**config.mk**
```make
export PLATFORM = sky130hd
export DESIGN_NAME = tgt_term_ctrl
export DESIGN_NICKNAME = d
export VERILOG_FILES = /design/src/rtl/tgt_term_pkg.sv /design/src/rtl/tgt_term_dp.sv /design/src/rtl/tgt_term_ctl.sv /design/src/rtl/tgt_term_ctrl.sv
export SDC_FILE = /design/constraint.sdc
export NUM_CORES = 1
export LEC_CHECK = 0
export ABC_CLOCK_PERIOD_IN_PS = 5100
export BUFFER_PORTS_ARGS = -buffer_cell sky130_fd_sc_hd__buf_2
export CAP_MARGIN = 30
export CORE_MARGIN = 2
export CORE_UTILIZATION = 60
export CTS_BUF_LIST = sky130_fd_sc_hd__clkbuf_2
export DETAILED_ROUTE_END_ITERATION = 8
export MAX_ROUTING_LAYER = met4
export PLACE_DENSITY = 0.81
export SLEW_MARGIN = 20
export SYNTH_ARGS = -nofsm -noshare
export SYNTH_HDL_FRONTEND = slang
export SYNTH_SLANG_ARGS = --single-unit
```
**constraint.sdc**
```tcl
create_clock -name clk -period 5.1 [get_ports clk]
set_input_delay 0.765 -clock clk [delete_from_list [all_inputs] [get_ports clk]]
set_output_delay 0.765 -clock clk [all_outputs]
set_load 0.05 [all_outputs]
```
**src/rtl/tgt_term_pkg.sv**
```systemverilog
package tgt_term_pkg;

  typedef enum logic [2:0] {
    ST_IDLE,
    ST_WAIT,
    ST_REF,
    ST_LOCAL,
    ST_DATA,
    ST_TERM
  } termState_t;

  typedef struct packed {
    logic cntClear;
    logic cntRun;
  } cntCtl_t;

endpackage

```
**src/rtl/tgt_term_dp.sv**
```systemverilog
module tgt_term_dp
  import tgt_term_pkg::*;
#(
  parameter int LIMIT   = 16,
  parameter int LEN_W   = 5,
  parameter int REF_GAP = 2
) (
  input  logic             clk,
  input  logic             rstN,
  input  logic             frameIn,
  input  logic [LEN_W-1:0] readLen,
  input  cntCtl_t          ctl,
  output logic             frameRise,
  output logic             overBudget
);

  localparam int CNT_W = $clog2(LIMIT + 1) + 1;
  localparam int SUM_W = ((CNT_W > LEN_W) ? CNT_W : LEN_W) + 2;
  localparam logic [CNT_W-1:0] CNT_MAX = '1;

  logic             frameQ;
  logic [CNT_W-1:0] elapsed;
  logic [SUM_W-1:0] predicted;

  always_ff @(posedge clk or negedge rstN) begin
    if (!rstN) begin
      frameQ <= 1'b0;
    end else begin
      frameQ <= frameIn;
    end
  end

  assign frameRise = frameIn && !frameQ;

  // clocks spent in the current frame, the start clock counting as one
  always_ff @(posedge clk or negedge rstN) begin
    if (!rstN) begin
      elapsed <= '0;
    end else if (ctl.cntClear) begin
      elapsed <= CNT_W'(1);
    end else if (ctl.cntRun && elapsed != CNT_MAX) begin
      elapsed <= elapsed + 1'b1;
    end
  end

  // clock of the ready phase if the access were allowed to run
  assign predicted = SUM_W'(elapsed) + SUM_W'(readLen) + SUM_W'(REF_GAP + 2);
  assign overBudget = predicted > SUM_W'(LIMIT);

  a_r8_count_restart: assert property (@(posedge clk) disable iff (!rstN)
    ctl.cntClear |=> (elapsed == CNT_W'(1)));

endmodule

```
**src/rtl/tgt_term_ctl.sv**
```systemverilog
module tgt_term_ctl
  import tgt_term_pkg::*;
#(
  parameter int REF_GAP = 2
) (
  input  logic    clk,
  input  logic    rstN,
  input  logic    frameIn,
  input  logic    irdyIn,
  input  logic    readIn,
  input  logic    localDone,
  input  logic    frameRise,
  input  logic    overBudget,
  output logic    trdyOut,
  output logic    stopOut,
  output logic    localStart,
  output cntCtl_t ctl
);

  localparam int REF_W = $clog2(REF_GAP + 1);

  termState_t       state;
  termState_t       nextState;
  logic [REF_W-1:0] refCnt;
  logic             burstFlag;
  logic             refLast;

  assign refLast = (refCnt == REF_W'(REF_GAP));

  always_comb begin
    nextState = state;
    unique case (state)
      ST_IDLE:  if (frameRise) nextState = ST_WAIT;
      ST_WAIT:  if (irdyIn) nextState = (readIn && overBudget) ? ST_TERM : ST_REF;
      ST_REF:   if (refLast) nextState = ST_LOCAL;
      ST_LOCAL: if (localDone) nextState = ST_DATA;
      ST_DATA:  if (irdyIn) nextState = frameIn ? ST_TERM : ST_IDLE;
      ST_TERM:  if (!frameIn) nextState = ST_IDLE;
      default:  nextState = ST_IDLE;
    endcase
  end

  always_ff @(posedge clk or negedge rstN) begin
    if (!rstN) begin
      state     <= ST_IDLE;
      refCnt    <= '0;
      burstFlag <= 1'b0;
    end else begin
      state <= nextState;
      if (state == ST_WAIT) begin
        refCnt <= REF_W'(1);
      end else if (state == ST_REF && !refLast) begin
        refCnt <= refCnt + 1'b1;
      end
      if (state == ST_LOCAL && localDone) begin
        burstFlag <= frameIn;
      end
    end
  end

  assign ctl.cntClear = (state == ST_IDLE) && frameRise;
  assign ctl.cntRun   = (state != ST_IDLE);

  assign trdyOut    = (state == ST_DATA);
  assign stopOut    = (state == ST_TERM) || ((state == ST_DATA) && burstFlag);
  assign localStart = (state == ST_REF) && refLast;

  a_r2_start_pulse: assert property (@(posedge clk) disable iff (!rstN)
    localStart |=> !localStart);

  a_r4_ready_after_done: assert property (@(posedge clk) disable iff (!rstN)
    $rose(trdyOut) |-> $past(localDone));

  a_r4_ready_single: assert property (@(posedge clk) disable iff (!rstN)
    (trdyOut && irdyIn) |=> !trdyOut);

  a_r5_retry_only_read: assert property (@(posedge clk) disable iff (!rstN)
    ($rose(stopOut) && !trdyOut) |-> $past(readIn));

  a_r7_stop_release: assert property (@(posedge clk) disable iff (!rstN)
    (stopOut && !trdyOut && !frameIn) |=> !stopOut);

endmodule

```
**src/rtl/tgt_term_ctrl.sv**
```systemverilog
module tgt_term_ctrl
  import tgt_term_pkg::*;
#(
  parameter int LIMIT   = 16,
  parameter int LEN_W   = 5,
  parameter int REF_GAP = 2
) (
  input  logic             clk,
  input  logic             rstN,
  input  logic             frameIn,
  input  logic             irdyIn,
  input  logic             readIn,
  input  logic [LEN_W-1:0] readLen,
  input  logic             localDone,
  output logic             trdyOut,
  output logic             stopOut,
  output logic             localStart
);

  cntCtl_t ctl;
  logic    frameRise;
  logic    overBudget;

  tgt_term_dp #(
    .LIMIT  (LIMIT),
    .LEN_W  (LEN_W),
    .REF_GAP(REF_GAP)
  ) dp_i (
    .clk       (clk),
    .rstN      (rstN),
    .frameIn   (frameIn),
    .readLen   (readLen),
    .ctl       (ctl),
    .frameRise (frameRise),
    .overBudget(overBudget)
  );

  tgt_term_ctl #(
    .REF_GAP(REF_GAP)
  ) ctl_i (
    .clk       (clk),
    .rstN      (rstN),
    .frameIn   (frameIn),
    .irdyIn    (irdyIn),
    .readIn    (readIn),
    .localDone (localDone),
    .frameRise (frameRise),
    .overBudget(overBudget),
    .trdyOut   (trdyOut),
    .stopOut   (stopOut),
    .localStart(localStart),
    .ctl       (ctl)
  );

endmodule

```
==> metrics.txt <==
# TYPE chip_impl_metric gauge
chip_impl_metric{name="grt_antenna_before_repair",unit=""} 0
chip_impl_metric{name="layout-drive-gt1-share",unit="%"} 22.7
chip_impl_info{name="tritoncts",value="built"} 1
chip_impl_metric{name="post_cts_resize_count",unit=""} 0
chip_impl_metric{name="antennaDiodeCount",unit=""} 0
chip_impl_metric{name="max_freq",unit="MHz"} 420
chip_impl_metric{name="synth-seq-cells",unit=""} 13
chip_impl_metric{name="area_after_detailed_placement",unit="µm²"} 1060
chip_impl_metric{name="fin_nets",unit=""} 139
chip_impl_metric{name="cp_max_fo",unit=""} 8
chip_impl_metric{name="post_synth_fa_ha_maj_area_fraction",unit="%"} 11.0
chip_impl_metric{name="floorplan.die.height",unit="µm"} 44.5
chip_impl_metric{name="p_total",unit="W"} 0.000628
chip_impl_metric{name="synth_edf_count",unit=""} 0
chip_impl_info{name="crit-reg2reg-launch",value="dp_i.elapsed[0]"} 1
chip_impl_metric{name="vias",unit=""} 795
chip_impl_metric{name="routed_wire_length_per_instance",unit="µm"} 14.1
chip_impl_metric{name="ctsLongestPathBuffers",unit=""} 2
chip_impl_metric{name="post_synth_and_or_nand_nor_area_fraction",unit="%"} 19.7
chip_impl_metric{name="cts_hold_buffers",unit=""} 0
chip_impl_info{name="ff_to_ff_end",value="ctl_i.state[2]"} 1
chip_impl_metric{name="report.final.hold_viol_count",unit=""} 0
chip_impl_info{name="status",value="complete, no violations"} 1
chip_impl_info{name="critical_path.startpoint_type",value="flip-flop"} 1
chip_impl_metric{name="setup_viol",unit=""} 0
chip_impl_metric{name="grt_pass1_wl",unit="µm"} 3450
chip_impl_metric{name="slew-limit-headroom",unit="%"} 71.7
chip_impl_metric{name="final_min_period_over_clock_period",unit="%"} 46.7
chip_impl_metric{name="synth_compound_gate_area_share",unit="%"} 23.6
chip_impl_metric{name="critical_path_required",unit="ns"} 4.34
chip_impl_metric{name="port_buffers",unit=""} 13
chip_impl_info{name="main_combinational_cell_family_by_area_after_synthesis",value="compound AO/OA/AOI/OAI gates"} 1
chip_impl_metric{name="setup_total_negative_slack",unit="ns"} 0
chip_impl_metric{name="hold_ws",unit="ns"} 0.348
chip_impl_metric{name="cts_sinks",unit=""} 13
chip_impl_metric{name="initial_core_utilization",unit="%"} 64.4
chip_impl_metric{name="post_synth.cell_area_avg",unit="µm²"} 9.44
chip_impl_metric{name="sequential_cell_area",unit="µm²"} 325
chip_impl_metric{name="rows",unit=""} 14
chip_impl_metric{name="multiInputGateArea",unit="µm²"} 608
chip_impl_metric{name="max_slew.worst_pin.slew",unit="ns"} 0.424
chip_impl_metric{name="clk_latency",unit="ns"} 0.28
chip_impl_metric{name="drt_first_pass_iters",unit=""} 4
chip_impl_metric{name="layout.cell_area.non_filler",unit="µm²"} 1080
chip_impl_metric{name="antenna_left",unit=""} 0
chip_impl_metric{name="coreArea",unit="µm²"} 1520
chip_impl_metric{name="boundaryPins",unit=""} 14
chip_impl_metric{name="mux_contribution_to_synthesized_area",unit="%"} 3.18
chip_impl_metric{name="maxCapViolCount",unit=""} 0
chip_impl_metric{name="die_x",unit="µm"} 44.5
chip_impl_metric{name="synth-warning-count",unit=""} 0
chip_impl_metric{name="worst_clock_skew",unit="ns"} 0.000742
chip_impl_metric{name="cts_setup_buffers",unit=""} 0
chip_impl_metric{name="area_growth",unit="%"} 9.55
chip_impl_metric{name="timing.final.max_slew_violations",unit=""} 0
chip_impl_metric{name="via_density_per_instance",unit=""} 5.89
chip_impl_metric{name="synth-seq-area-share",unit="%"} 33.1
chip_impl_metric{name="grt_start_max_net_pins",unit=""} 16
chip_impl_metric{name="drt_iter0_drc",unit=""} 12
chip_impl_metric{name="design.die.area",unit="µm²"} 1980
chip_impl_metric{name="n_fill_cell",unit=""} 129
chip_impl_metric{name="static-leakage-power",unit="nW"} 0.487
chip_impl_metric{name="final_core_util",unit="%"} 70.6
chip_impl_metric{name="reg2reg_setup_slack",unit="ns"} 2.96
chip_impl_metric{name="cts_buffers",unit=""} 3
chip_impl_metric{name="synth_area",unit="µm²"} 982
chip_impl_metric{name="arrival",unit="ns"} 1.61
chip_impl_info{name="grt_setup_unrepaired",value="no"} 1
chip_impl_info{name="worst-setup-path-type",value="reg -> out"} 1
chip_impl_metric{name="first_global_vias",unit=""} 738
chip_impl_metric{name="grt_usage",unit="%"} 24.5
chip_impl_metric{name="totalWireLength",unit="µm"} 1900
chip_impl_metric{name="path_clk_slew",unit="ns"} 0.12
chip_impl_metric{name="postSynthNetCount",unit=""} 123
chip_impl_metric{name="dp_hpwl",unit="µm"} 1470
chip_impl_metric{name="yosysUniqueCellTypes",unit=""} 40
chip_impl_metric{name="synth_async_sr_flop_share",unit="%"} 100
chip_impl_info{name="dominantRegCellSynth",value="dfrtp_1"} 1
chip_impl_metric{name="cell_area_power_density",unit="nW/µm²"} 583
chip_impl_metric{name="post_synth_xor_xnor_area",unit="%"} 4.46
chip_impl_metric{name="ir_worst_vdd",unit="mV"} 0.339
chip_impl_metric{name="htreeDepth",unit=""} 1
chip_impl_metric{name="drt_drc_violations_left",unit=""} 0
chip_impl_metric{name="grt_remaining_overflow",unit=""} 0
chip_impl_info{name="clock-root-buffer",value="clkbuf_2"} 1
chip_impl_info{name="worstHoldPathType",value="in -> async"} 1
chip_impl_info{name="end_kind",value="primary output"} 1
chip_impl_metric{name="period_needed",unit="ns"} 2.38
chip_impl_metric{name="worstRegToRegCells",unit=""} 8
chip_impl_metric{name="place_congestion",unit=""} 0.880
chip_impl_metric{name="syn-instance-count",unit=""} 104
## state kept, by name, summed over array words and instances (netlist names)
signal	flops
ctl_i.state	3
dp_i.frameQ	1
ctl_i.refCnt	2
dp_i.elapsed	6
ctl_i.burstFlag	1
## layer usage
metal	track usage, %	vias to the layer above	wire length [µm]
li1	-	402	-
met1	32.7	373	894
met2	38.3	17	921
met3	6.12	3	72
met4	3.64	0	11
met5	-	-	0
## critical path, cell delays in order (launching register included)
cell and delay (ns):
dfrtp_1 0.47, inv_1 0.22, nand2_1 0.15, nor3b_1 0.21
buf_2 0.29
## Yosys cell counts, types with 2 or more instances
master / n / share of area (%)
nand3b_1: 2 / 1.5
ha_1: 7 / 8.9
inv_1: 10 / 3.8
xnor2_1: 4 / 3.6
dfrtp_1: 13 / 33
a21oi_1: 2 / 1.0
nand3_1: 3 / 1.5
mux2i_1: 2 / 2.0
o21ai_0: 10 / 5.1
nor2_1: 13 / 5.0
nor3_1: 4 / 2.0
nand2_1: 6 / 2.3
## worst max-delay path by stage
stage | start | slack (ns) | end
finish | ctl_i.state[2] | 2.72 | localStart
global route | ctl_i.state[2] | 2.61 | localStart
CTS | ctl_i.state[2] | 2.73 | localStart
detailed placement | readLen[0] | 2.58 | ctl_i.state[2]
global placement | readLen[0] | 2.65 | ctl_i.state[1]
floorplan | ctl_i.state[2] | 2.47 | localStart
## cell type report
type	instances	area share, %
flip-flops and latches	13	30.2
well taps	16	1.86
multi-input cells	79	56.5
clock buffers	4	1.86
repair buffers	13	6.05
inverters	10	3.49
## cell families after synthesis
family	Yosys count
buffers and inverters	12
XOR/XNOR	5
multiplexers	3
AO/OA/AOI/OAI	27
adder cells (fa/ha/maj)	8
flip-flops	13
AND/OR/NAND/NOR	36
## per-stage QoR
step | std cells | setup slack, ns
3_3_place_gp | 131 | 2.65
6_report | 135 | 2.72
5_1_grt | 135 | 2.61
3_5_place_dp | 131 | 2.58
2_1_floorplan | 104 | 2.47
4_1_cts | 135 | 2.73
## power breakdown
group	total, W	switching, W	internal [W]
registers	0.000212	0.0000657	0.000147
logic	0.000360	0.000197	0.000164
clock network	0.0000547	0.0000340	0.0000208
total	0.000628	0.000297	0.000331
## cells in the final DEF (no fill, tap or decap), types with 2 or more instances in the layout
cell and n:
nand3_1 3, nand3b_1 2, mux2i_1 2, xnor2_1 4
inv_1 10, a21oi_1 2, o21ai_0 10, buf_2 13
clkbuf_2 4, nand2_1 6, ha_1 7, nor2_1 13
nor3_1 4, dfrtp_1 13
Note: power is estimated with default switching activity, not from simulation.
